**config.mk**
```make
export PLATFORM = sky130hd
export DESIGN_NAME = smem_ctrl
export DESIGN_NICKNAME = d
export VERILOG_FILES = /design/src/rtl/smem_pkg.sv /design/src/rtl/smem_decode.sv /design/src/rtl/smem_wait_timer.sv /design/src/rtl/smem_lane.sv /design/src/rtl/smem_ctrl.sv
export SDC_FILE = /design/constraint.sdc
export NUM_CORES = 1
export LEC_CHECK = 0
export ABC_AREA = 1
export CAP_MARGIN = 15
export CORE_ASPECT_RATIO = 0.7
export CORE_MARGIN = 2
export CORE_UTILIZATION = 43
export CTS_CLUSTER_SIZE = 16
export DETAILED_ROUTE_END_ITERATION = 6
export PLACE_DENSITY = 0.78
export SETUP_SLACK_MARGIN = 0.1
export SKIP_CTS_REPAIR_TIMING = 1
export SYNTH_ARGS = -nofsm -noshare
export SYNTH_HDL_FRONTEND = slang
export SYNTH_SLANG_ARGS = --single-unit
```
**constraint.sdc**
```tcl
create_clock -name clk -period 2.6 [get_ports clk]
set_clock_uncertainty 0.2 [all_clocks]
set_input_delay 0.26 -clock clk [delete_from_list [all_inputs] [get_ports clk]]
set_output_delay 0.26 -clock clk [all_outputs]
set_load 0.02 [all_outputs]
```
**src/rtl/smem_pkg.sv**
```systemverilog
package smem_pkg;

  typedef enum logic [1:0] {
    SZ_BYTE = 2'd0,
    SZ_HALF = 2'd1,
    SZ_WORD = 2'd2
  } size_e;

  typedef enum logic [1:0] {
    ST_IDLE   = 2'd0,
    ST_ACCESS = 2'd1,
    ST_GAP    = 2'd2
  } state_e;

  // Index of the last beat for a transfer size on a given bus width
  function automatic logic [1:0] last_beat(size_e sz, logic w16);
    logic [1:0] r;
    case (sz)
      SZ_HALF: r = w16 ? 2'd0 : 2'd1;
      SZ_WORD: r = w16 ? 2'd1 : 2'd3;
      default: r = 2'd0;
    endcase
    return r;
  endfunction

endpackage

```
**src/rtl/smem_decode.sv**
```systemverilog
module smem_decode
  import smem_pkg::*;
#(
  parameter int NUM_CE = 8,
  parameter int ADDR_W = 25,
  parameter int WAIT_W = 3,
  localparam int CE_W  = $clog2(NUM_CE)
) (
  input  logic [ADDR_W+CE_W-1:0]   addr,
  input  size_e                    size,
  input  logic [NUM_CE-1:0]        cfg_bus16,
  input  logic [NUM_CE-1:0]        cfg_bstrobe,
  input  logic [NUM_CE*WAIT_W-1:0] cfg_wait,
  output logic [CE_W-1:0]          ce_idx,
  output logic                     w16,
  output logic                     bstr,
  output logic [WAIT_W-1:0]        wait_cnt,
  output logic [1:0]               last
);

  always_comb begin
    ce_idx   = addr[ADDR_W+CE_W-1:ADDR_W];
    w16      = cfg_bus16[ce_idx];
    bstr     = cfg_bstrobe[ce_idx];
    wait_cnt = cfg_wait[ce_idx*WAIT_W +: WAIT_W];
    last     = last_beat(size, w16);
  end

endmodule

```
**src/rtl/smem_wait_timer.sv**
```systemverilog
module smem_wait_timer #(
  parameter int WAIT_W = 3
) (
  input  logic              clk,
  input  logic              rst_n,
  input  logic              load,
  input  logic [WAIT_W-1:0] load_val,
  input  logic              run,
  input  logic              ext_wait,
  output logic              done
);

  logic [WAIT_W-1:0] cnt_q, cnt_d;
  logic              cnt_en;

  always_comb begin
    cnt_d  = cnt_q;
    cnt_en = 1'b0;
    if (load) begin
      cnt_d  = load_val;
      cnt_en = 1'b1;
    end else if (run && (cnt_q != '0)) begin
      cnt_d  = cnt_q - 1'b1;
      cnt_en = 1'b1;
    end
  end

  always_ff @(posedge clk or negedge rst_n) begin
    if (!rst_n)      cnt_q <= '0;
    else if (cnt_en) cnt_q <= cnt_d;
  end

  // The beat ends once the count is spent and the device is not holding off
  assign done = run && (cnt_q == '0) && !ext_wait;

endmodule

```
**src/rtl/smem_lane.sv**
```systemverilog
module smem_lane
  import smem_pkg::*;
#(
  parameter int ADDR_W = 25
) (
  input  logic [ADDR_W-1:0] addr_base,
  input  logic [1:0]        beat,
  input  size_e             size,
  input  logic              w16,
  input  logic              bstr,
  input  logic [31:0]       wdata,
  input  logic [15:0]       din,
  input  logic [31:0]       acc_in,
  output logic [ADDR_W-1:0] ext_addr,
  output logic [15:0]       dout,
  output logic [1:0]        bs_n,
  output logic [31:0]       acc_out
);

  logic [2:0] offset;

  always_comb begin
    offset   = w16 ? {beat, 1'b0} : {1'b0, beat};
    ext_addr = addr_base + {{(ADDR_W-3){1'b0}}, offset};
    if (w16 && bstr) ext_addr[0] = 1'b0;
  end

  always_comb begin
    if (w16) begin
      if (size == SZ_BYTE) dout = {wdata[7:0], wdata[7:0]};
      else if (beat[0])    dout = wdata[31:16];
      else                 dout = wdata[15:0];
    end else begin
      dout = {8'h00, wdata[{beat, 3'b000} +: 8]};
    end
  end

  always_comb begin
    if (!bstr)                bs_n = 2'b11;
    else if (!w16)            bs_n = 2'b10;
    else if (size == SZ_BYTE) bs_n = addr_base[0] ? 2'b01 : 2'b10;
    else                      bs_n = 2'b00;
  end

  always_comb begin
    acc_out = acc_in;
    if (w16) begin
      if (size == SZ_BYTE) acc_out[7:0]   = addr_base[0] ? din[15:8] : din[7:0];
      else if (beat[0])    acc_out[31:16] = din;
      else                 acc_out[15:0]  = din;
    end else begin
      acc_out[{beat, 3'b000} +: 8] = din[7:0];
    end
  end

endmodule

```
**src/rtl/smem_ctrl.sv**
```systemverilog
module smem_ctrl
  import smem_pkg::*;
#(
  parameter int NUM_CE = 8,
  parameter int ADDR_W = 25,
  parameter int WAIT_W = 3,
  localparam int CE_W  = $clog2(NUM_CE)
) (
  input  logic                     clk,
  input  logic                     rst_n,
  input  logic                     req_valid,
  output logic                     req_ready,
  input  logic                     req_write,
  input  logic [1:0]               req_size,
  input  logic [ADDR_W+CE_W-1:0]   req_addr,
  input  logic [31:0]              req_wdata,
  output logic                     rsp_ack,
  output logic [31:0]              rsp_rdata,
  input  logic [NUM_CE-1:0]        cfg_bus16,
  input  logic [NUM_CE-1:0]        cfg_bstrobe,
  input  logic [NUM_CE*WAIT_W-1:0] cfg_wait,
  output logic [NUM_CE-1:0]        mem_ce_n,
  output logic                     mem_rd_n,
  output logic                     mem_wr_n,
  output logic [1:0]               mem_bs_n,
  output logic [ADDR_W-1:0]        mem_addr,
  output logic [15:0]              mem_dout,
  output logic                     mem_dout_en,
  input  logic [15:0]              mem_din,
  input  logic                     mem_wait
);

  state_e              state_q, state_d;
  logic [CE_W-1:0]     r_ce;
  logic [ADDR_W-1:0]   r_addr;
  size_e               r_size;
  logic                r_write, r_w16, r_bstr;
  logic [WAIT_W-1:0]   r_wait;
  logic [31:0]         r_wdata;
  logic [1:0]          beat_q, beat_d, last_q;
  logic [31:0]         acc_q, acc_next;

  logic [CE_W-1:0]     dec_ce;
  logic                dec_w16, dec_bstr;
  logic [WAIT_W-1:0]   dec_wait;
  logic [1:0]          dec_last;

  logic                accept, more, in_access, in_gap, beat_done;
  logic                tmr_load, beat_en, acc_en;
  logic [WAIT_W-1:0]   tmr_val;
  logic [1:0]          lane_bs;

  smem_decode #(.NUM_CE(NUM_CE), .ADDR_W(ADDR_W), .WAIT_W(WAIT_W)) u_dec (
    .addr        (req_addr),
    .size        (size_e'(req_size)),
    .cfg_bus16   (cfg_bus16),
    .cfg_bstrobe (cfg_bstrobe),
    .cfg_wait    (cfg_wait),
    .ce_idx      (dec_ce),
    .w16         (dec_w16),
    .bstr        (dec_bstr),
    .wait_cnt    (dec_wait),
    .last        (dec_last)
  );

  assign in_access = (state_q == ST_ACCESS);
  assign in_gap    = (state_q == ST_GAP);
  assign accept    = (state_q == ST_IDLE) && req_valid;
  assign more      = in_gap && (beat_q != last_q);
  assign tmr_load  = accept || more;
  assign tmr_val   = accept ? dec_wait : r_wait;

  smem_wait_timer #(.WAIT_W(WAIT_W)) u_tmr (
    .clk      (clk),
    .rst_n    (rst_n),
    .load     (tmr_load),
    .load_val (tmr_val),
    .run      (in_access),
    .ext_wait (mem_wait),
    .done     (beat_done)
  );

  smem_lane #(.ADDR_W(ADDR_W)) u_lane (
    .addr_base (r_addr),
    .beat      (beat_q),
    .size      (r_size),
    .w16       (r_w16),
    .bstr      (r_bstr),
    .wdata     (r_wdata),
    .din       (mem_din),
    .acc_in    (acc_q),
    .ext_addr  (mem_addr),
    .dout      (mem_dout),
    .bs_n      (lane_bs),
    .acc_out   (acc_next)
  );

  // Next-state logic
  always_comb begin
    state_d = state_q;
    case (state_q)
      ST_IDLE:   if (req_valid) state_d = ST_ACCESS;
      ST_ACCESS: if (beat_done) state_d = ST_GAP;
      ST_GAP:    state_d = more ? ST_ACCESS : ST_IDLE;
      default:   state_d = ST_IDLE;
    endcase
  end

  always_comb begin
    beat_en = accept || more;
    beat_d  = accept ? 2'd0 : beat_q + 2'd1;
    acc_en  = accept || (beat_done && !r_write);
  end

  always_ff @(posedge clk or negedge rst_n) begin
    if (!rst_n) state_q <= ST_IDLE;
    else        state_q <= state_d;
  end

  always_ff @(posedge clk or negedge rst_n) begin
    if (!rst_n) begin
      r_ce    <= '0;
      r_addr  <= '0;
      r_size  <= SZ_BYTE;
      r_write <= 1'b0;
      r_w16   <= 1'b0;
      r_bstr  <= 1'b0;
      r_wait  <= '0;
      r_wdata <= '0;
      last_q  <= '0;
    end else if (accept) begin
      r_ce    <= dec_ce;
      r_addr  <= req_addr[ADDR_W-1:0];
      r_size  <= size_e'(req_size);
      r_write <= req_write;
      r_w16   <= dec_w16;
      r_bstr  <= dec_bstr;
      r_wait  <= dec_wait;
      r_wdata <= req_wdata;
      last_q  <= dec_last;
    end
  end

  always_ff @(posedge clk or negedge rst_n) begin
    if (!rst_n)       beat_q <= '0;
    else if (beat_en) beat_q <= beat_d;
  end

  always_ff @(posedge clk or negedge rst_n) begin
    if (!rst_n)      acc_q <= '0;
    else if (acc_en) acc_q <= accept ? 32'h0 : acc_next;
  end

  // Pin drive, all derived from registered state
  assign mem_ce_n    = in_access ? ~(NUM_CE'(1) << r_ce) : '1;
  assign mem_rd_n    = !(in_access && !r_write);
  assign mem_wr_n    = !(in_access && r_write);
  assign mem_dout_en = in_access && r_write;
  assign mem_bs_n    = in_access ? lane_bs : 2'b11;
  assign req_ready   = (state_q == ST_IDLE);
  assign rsp_ack     = in_gap && (beat_q == last_q);
  assign rsp_rdata   = acc_q;

endmodule

```
After elaboration in Yosys (flattened, before gate mapping) --
Index checks and enable logic that the tools add are counted.
Operators by class: add/subtract/negate cells 4, multiply operators 1, magnitude comparators 1, eq/ne operators 12, shift operators 5, muxes and demuxes 36, bitwise operators 1, reductions and logical operators 26
Operators with widths (number):
- 16-bit 2-to-1 mux | 5
- 32-bit 2-to-1 mux | 2
- 32-bit bitwise mux | 1
- 8-bit by 7-bit variable shift with 32-bit output (first input constant) | 1
- 32-bit by 6-bit variable part select with 8-bit output | 1
- 8-bit by 7-bit variable part select with 32-bit output | 1
- 25-bit by 3-bit adder with 25-bit output | 1
- 24-bit 2-to-1 mux | 1
- 8-bit 2-to-1 mux | 3
- 24-bit by 6-bit variable part select with 3-bit output | 1
- 2-bit 2-to-1 mux | 9
- 3-bit 2-to-1 mux | 4
- 1-bit logical AND | 10
- 8-bit inverter | 1
- 1-bit by 3-bit left shift with 8-bit output (first input constant) | 1
- 1-bit 2-to-1 mux | 7
- 5-bit negator with 7-bit output | 1
- 1-bit binary-select mux with 3-bit select | 2
- 2-bit case mux with 3 select lines | 1
- 2-bit AND reduction | 3
- 3-bit AND reduction | 2
- 3-bit by 2-bit multiplier with 5-bit output (second input constant) | 1
- 2-bit by 1-bit equality test with 1-bit output (second input constant) | 2
- 2-bit equality test (second input constant) | 2
- other kinds (18) | 23
Word-level totals: bits in registers 109, input port bits 123, output and inout port bits 88, word-level logic and storage cells 101

Depth between registers and ports, before layout --
Gate-level depths: netlist (run 1).
depth in word-level cells 6, mapped depth 15, mapped depth without buffers 14

By module --
Synthesis (run 1) repeated with hierarchy kept, for this count alone.
Unflattened totals: cells, all modules 1196, area total of the unflattened synthesis 7828.8 sq um
Modules (own cells, without submodules):
- smem_ctrl | times used 1, cells each 499, area an instance 4424.2 sq um, sequential area each 2652.5 sq um
- smem_lane | times used 1, cells each 567, area an instance 2731.4 sq um, sequential area each 0.0 sq um
- smem_decode | times used 1, cells each 95, area an instance 445.4 sq um, sequential area each 0.0 sq um
- smem_wait_timer | times used 1, cells each 35, area an instance 227.7 sq um, sequential area each 75.1 sq um

Least setup slack after synthesis (run 1) --
Ideal clock, no wire load.
path kind register to output, start register r_w16, end output mem_addr[13], arrival 2516 ps, required time 2140 ps, setup slack -376 ps, cell stages (with the launch flop) 13, path buffers 3, path through dfrtp_1 > buf_2 > inv_1 > buf_4 > buf_2 > o21ai_0 > ha_1 > nand2_1 > nor2_1 > o21ai_0 > nor2_1 > nand2_1 > xnor2_1
Between the ends: cells in the longest elaborated chain, start to end 2
Ends and longest elaborated chain:
- start: declaration | line smem_ctrl.sv:37 | logic r_write, r_w16, r_bstr;
- start signal: assignment | line smem_ctrl.sv:136 | r_w16 <= dec_w16;
- 3-bit 2-to-1 mux | line smem_lane.sv:23 | offset = w16 ? {beat, 1'b0} : {1'b0, beat};
- 25-bit by 3-bit adder with 25-bit output | line smem_lane.sv:24 | ext_addr = addr_base + {{(ADDR_W-3){1'b0}}, offset};
- end: declaration | line smem_ctrl.sv:26 | output logic [ADDR_W-1:0] mem_addr,
No other way between the ends.

Worst setup path in the final report (run 1) --
start register beat_q[0], end output mem_addr[12]
Between the ends: cells in the longest elaborated chain, start to end 2
Ends and longest elaborated chain:
- start: declaration | line smem_ctrl.sv:40 | logic [1:0] beat_q, beat_d, last_q;
- start signal: assignment | line smem_ctrl.sv:146 | else if (beat_en) beat_q <= beat_d;
- 3-bit 2-to-1 mux | line smem_lane.sv:23
- 25-bit by 3-bit adder with 25-bit output | line smem_lane.sv:24
No other way between the ends.

==> results of run 1 <==
[cell families after synthesis]
family	count (synthesis)	synth area share
xor gates and xnor gates	20	0.02566
and+or+nand+nor	537	0.3357
AOI/OAI and AO/OA	157	0.1369
adders and majority gates	13	0.02493
DFF	109	0.3996
buffers and inverters	126	0.07718
[worst max-delay path, stage by stage, from the launching register on]
cell and delay [ps]:
sky130_fd_sc_hd__dfrtp_2 440, sky130_fd_sc_hd__inv_4 80, sky130_fd_sc_hd__nor2_4 40, sky130_fd_sc_hd__ha_4 160, sky130_fd_sc_hd__fa_2 370, sky130_fd_sc_hd__nand2_2 90, sky130_fd_sc_hd__nand2_2 60, sky130_fd_sc_hd__nand2_2 100
sky130_fd_sc_hd__nor2_4 50, sky130_fd_sc_hd__nand2_4 70, sky130_fd_sc_hd__nor2_4 50, sky130_fd_sc_hd__buf_12 130, sky130_fd_sc_hd__xor2_4 170, sky130_fd_sc_hd__buf_6 140
[layout by cell type, fill, tap and decap left out, types with 3 or more instances in the layout]
cell	count
sky130_fd_sc_hd__nor2_2	4
sky130_fd_sc_hd__nand3_2	3
sky130_fd_sc_hd__ha_4	3
sky130_fd_sc_hd__a221oi_1	6
sky130_fd_sc_hd__nor2_1	53
sky130_fd_sc_hd__o21ai_2	12
sky130_fd_sc_hd__buf_4	52
sky130_fd_sc_hd__inv_6	4
sky130_fd_sc_hd__nand4_1	8
sky130_fd_sc_hd__or2_2	10
sky130_fd_sc_hd__ha_1	9
sky130_fd_sc_hd__dfrtp_1	107
sky130_fd_sc_hd__nand2_1	339
sky130_fd_sc_hd__nand3_1	57
sky130_fd_sc_hd__nand2_2	13
sky130_fd_sc_hd__clkdlybuf4s50_1	175
sky130_fd_sc_hd__o21bai_1	7
sky130_fd_sc_hd__buf_12	3
sky130_fd_sc_hd__a21boi_0	7
sky130_fd_sc_hd__clkbuf_16	9
sky130_fd_sc_hd__nor2_4	15
sky130_fd_sc_hd__xor2_2	4
sky130_fd_sc_hd__inv_1	75
sky130_fd_sc_hd__buf_6	17
sky130_fd_sc_hd__and2_1	7
sky130_fd_sc_hd__xnor2_1	5
sky130_fd_sc_hd__inv_2	6
sky130_fd_sc_hd__o21ai_0	68
sky130_fd_sc_hd__nand2_4	5
sky130_fd_sc_hd__xor2_1	8
sky130_fd_sc_hd__o21ai_4	3
sky130_fd_sc_hd__o221ai_1	7
sky130_fd_sc_hd__a21oi_1	33
sky130_fd_sc_hd__dlymetal6s2s_1	11
sky130_fd_sc_hd__nor3_1	16
sky130_fd_sc_hd__o21ai_1	6
[flip-flops by register name, indices dropped and copies added (netlist names)]
name         flops
r_wdata         32
rsp_rdata       32
r_addr          25
r_ce             3
r_wait           3
u_tmr.cnt_q      3
beat_q           2
last_q           2
r_size           2
state_q          2
r_bstr           1
r_w16            1
r_write          1
[worst max-delay path by stage]
stage | slack (ps) | end | cells past startpoint
2_1_floorplan | 60 | mem_addr[13] | 12
3_3_place_gp | -220 | mem_addr[18] | 13
3_5_place_dp | -310 | mem_addr[18] | 13
4_1_cts | -700 | mem_addr[18] | 13
5_1_grt | -310 | mem_addr[18] | 14
6_report | -180 | mem_addr[12] | 13
[final cells by class]
type,count,area share
Multi-Input combinational cell,727,0.3857
Sequential cell,109,0.2723
Timing Repair Buffer,261,0.2544
Inverter,84,0.03244
Tap cell,200,0.02496
Clock buffer,9,0.02246
Clock inverter,7,0.007736
[metrics by stage]
| stage | cell area (sq um) | setup slack [ps] | instances |
|---|---|---|---|
| floorplan | 6955 | 60.62 | 962 |
| global placement | 9437 | -218.0 | 1375 |
| detailed placement | 9437 | -315.0 | 1375 |
| CTS | 9739 | -702.4 | 1391 |
| global route | 10030 | -307.1 | 1397 |
| finish | 10030 | -184.7 | 1397 |
[per-layer routing]
| layer | vias up | GRT usage | wire length, microns |
|---|---|---|---|
| li1 | 3546 | - | - |
| met1 | 3405 | 0.3810 | 10660 |
| met2 | 301 | 0.3820 | 9548 |
| met3 | 16 | 0.07529 | 1850 |
| met4 | 0 | 0.04034 | 134 |
| met5 | - | 0 | 0 |
[report_power, final]
| part | total, mW | switching (mW) | internal (mW) |
|---|---|---|---|
| Sequential | 3.07 | 0.621 | 2.45 |
| Clock | 1.40 | 0.713 | 0.686 |
| Combinational | 7.26 | 4.28 | 2.98 |
==> flow_summary.json, run 1 <==
{
  "antenna_cells": 0,
  "synth-async-reset-ratio": 1.000,
  "num_rows": 38,
  "min_to": "r_addr[21]",
  "synthesis.area_sq_um": 6825,
  "vias": 7268,
  "globalRouteTotalUtil": 0.2580,
  "drt_first_pass_iters": 5,
  "drive_above_1_share": 0.1537,
  "global_route.overflow_total": 0,
  "grt_first_pass_wirelength_microns": 34610,
  "tritoncts.num_buffers": 9,
  "worstSetupPathType": "reg2out",
  "sequential_share_of_the_synthesized_area": 0.3996,
  "netlist_instances": 962,
  "post_drt_via_cell_ratio": 5.203,
  "clock-root-buffer": "sky130_fd_sc_hd__clkbuf_16",
  "final_nets": 1328,
  "pin_count_of_the_biggest_net_entering_global_routing": 81,
  "hold_path.startpoint": "req_addr[21]",
  "grt_antenna_before_repair": 0,
  "gpl.final_weighted_congestion": 0.9653,
  "worst_pin_slew_ps": 615.3,
  "chipWidth_microns": 154.6,
  "critical_path_required_ps": 2140,
  "hold_violations": 0,
  "min_period_ps": 2785,
  "cts_htree_levels": 3,
  "clk_buf_depth": 2,
  "maxCapViolations": 0,
  "timing.hold.ws_ps": 230.5,
  "n_fill_cell": 1360,
  "totalNegativeSetupSlack_ps": -2691,
  "max_slew_margin": 0.5898,
  "floorplan.die.height_microns": 109.4,
  "detail_route.iter0.violations": 635,
  "utilization": 0.6469,
  "clock_insertion_delay_at_the_later_pin_of_the_skew_report_ps": 350,
  "holdPathStages": 3,
  "status": "finished, violations left",
  "worstSetupEndpointType": "primary output",
  "crit-reg2reg-capture": "rsp_rdata[30]",
  "worstSetupStartpointType": "flip-flop",
  "yosysMostFrequentCell": "sky130_fd_sc_hd__nand2_1",
  "setup_viol": 28,
  "yosysUniqueCellTypes": 42,
  "grt_pass1_vias": 6731,
  "floorplan.initialDensity": 0.4403,
  "tritoncts": "done",
  "layout_worst_path_cycle_share": 1.071,
  "final_critical_path_setup_slack_ps": -184.7,
  "synth_top_cell_area_share": 0.3996,
  "synthTopCellsByArea": "sky130_fd_sc_hd__dfrtp_1 (40%), sky130_fd_sc_hd__nand2_1 (19%), sky130_fd_sc_hd__o21ai_0 (5.2%)",
  "multiInputGateArea_sq_um": 3867,
  "routedWlPerCell_microns": 15.89,
  "rr_startpoint": "beat_q[0]",
  "power-per-cell-area_nw_per_um2": 1170,
  "timing.critical_path.from": "beat_q[0]",
  "crit_arrival_ps": 2320,
  "clk_pin_slew_worst_paths_ps": 90,
  "total_leakage_power_nw": 4.791,
  "detailedPlacementHpwl_microns": 16610,
  "fmax_ghz": 0.3591,
  "total_power_mw": 11.73,
  "synthesis.yosys.warnings": 0,
  "ys_ff_latch": 109,
  "number_of_synthesized_flops_with_an_enable_pin": 0,
  "synthesis.area_per_instance_sq_um": 7.095,
  "routed_wl_microns": 22200,
  "area_growth_pct": 46.91,
  "placeableCoreArea_sq_um": 15500,
  "synthesized_netlist_net_count": 1098,
  "worst-path-max-fanout": 4,
  "hold_path.class": "in2reg",
  "final_antenna_net_count": 0,
  "seqCellArea_sq_um": 2730,
  "yosys-top-cells-count": "sky130_fd_sc_hd__nand2_1 (351), sky130_fd_sc_hd__dfrtp_1 (109), sky130_fd_sc_hd__inv_1 (82), sky130_fd_sc_hd__o21ai_0 (71), sky130_fd_sc_hd__nor2_1 (64)",
  "timing.reg2reg.worst_path_depth": 8,
  "power.ir.vdd_worst_uv": 500.1,
  "io_pins": 211,
  "synth_area_leader_cell": "sky130_fd_sc_hd__dfrtp_1",
  "failed_checks": "setup timing",
  "post_synth_top_flop": "sky130_fd_sc_hd__dfrtp_1",
  "cts.sinks": 109,
  "report.final.slew_viol_count": 0,
  "setup.reg_to_reg.worst_slack_ps": 350,
  "fp.dieArea_sq_um": 16910,
  "portBuffers": 210,
  "rsz0062_at_grt": "yes",
  "drcViolationCount": 0
}
Power figures use the tool's default switching activity.
==> run 2, diff against run 1 <==
--- a/config.mk
+++ b/config.mk
@@ -15,6 +15,7 @@
 export PLACE_DENSITY = 0.78
 export SETUP_SLACK_MARGIN = 0.1
 export SKIP_CTS_REPAIR_TIMING = 1
+export SLEW_MARGIN = 0
 export SYNTH_ARGS = -nofsm -noshare
 export SYNTH_HDL_FRONTEND = slang
 export SYNTH_SLANG_ARGS = --single-unit
==> results of run 2 <==
Same layout as run 1: the final DEF is identical, and so are final timing and power.
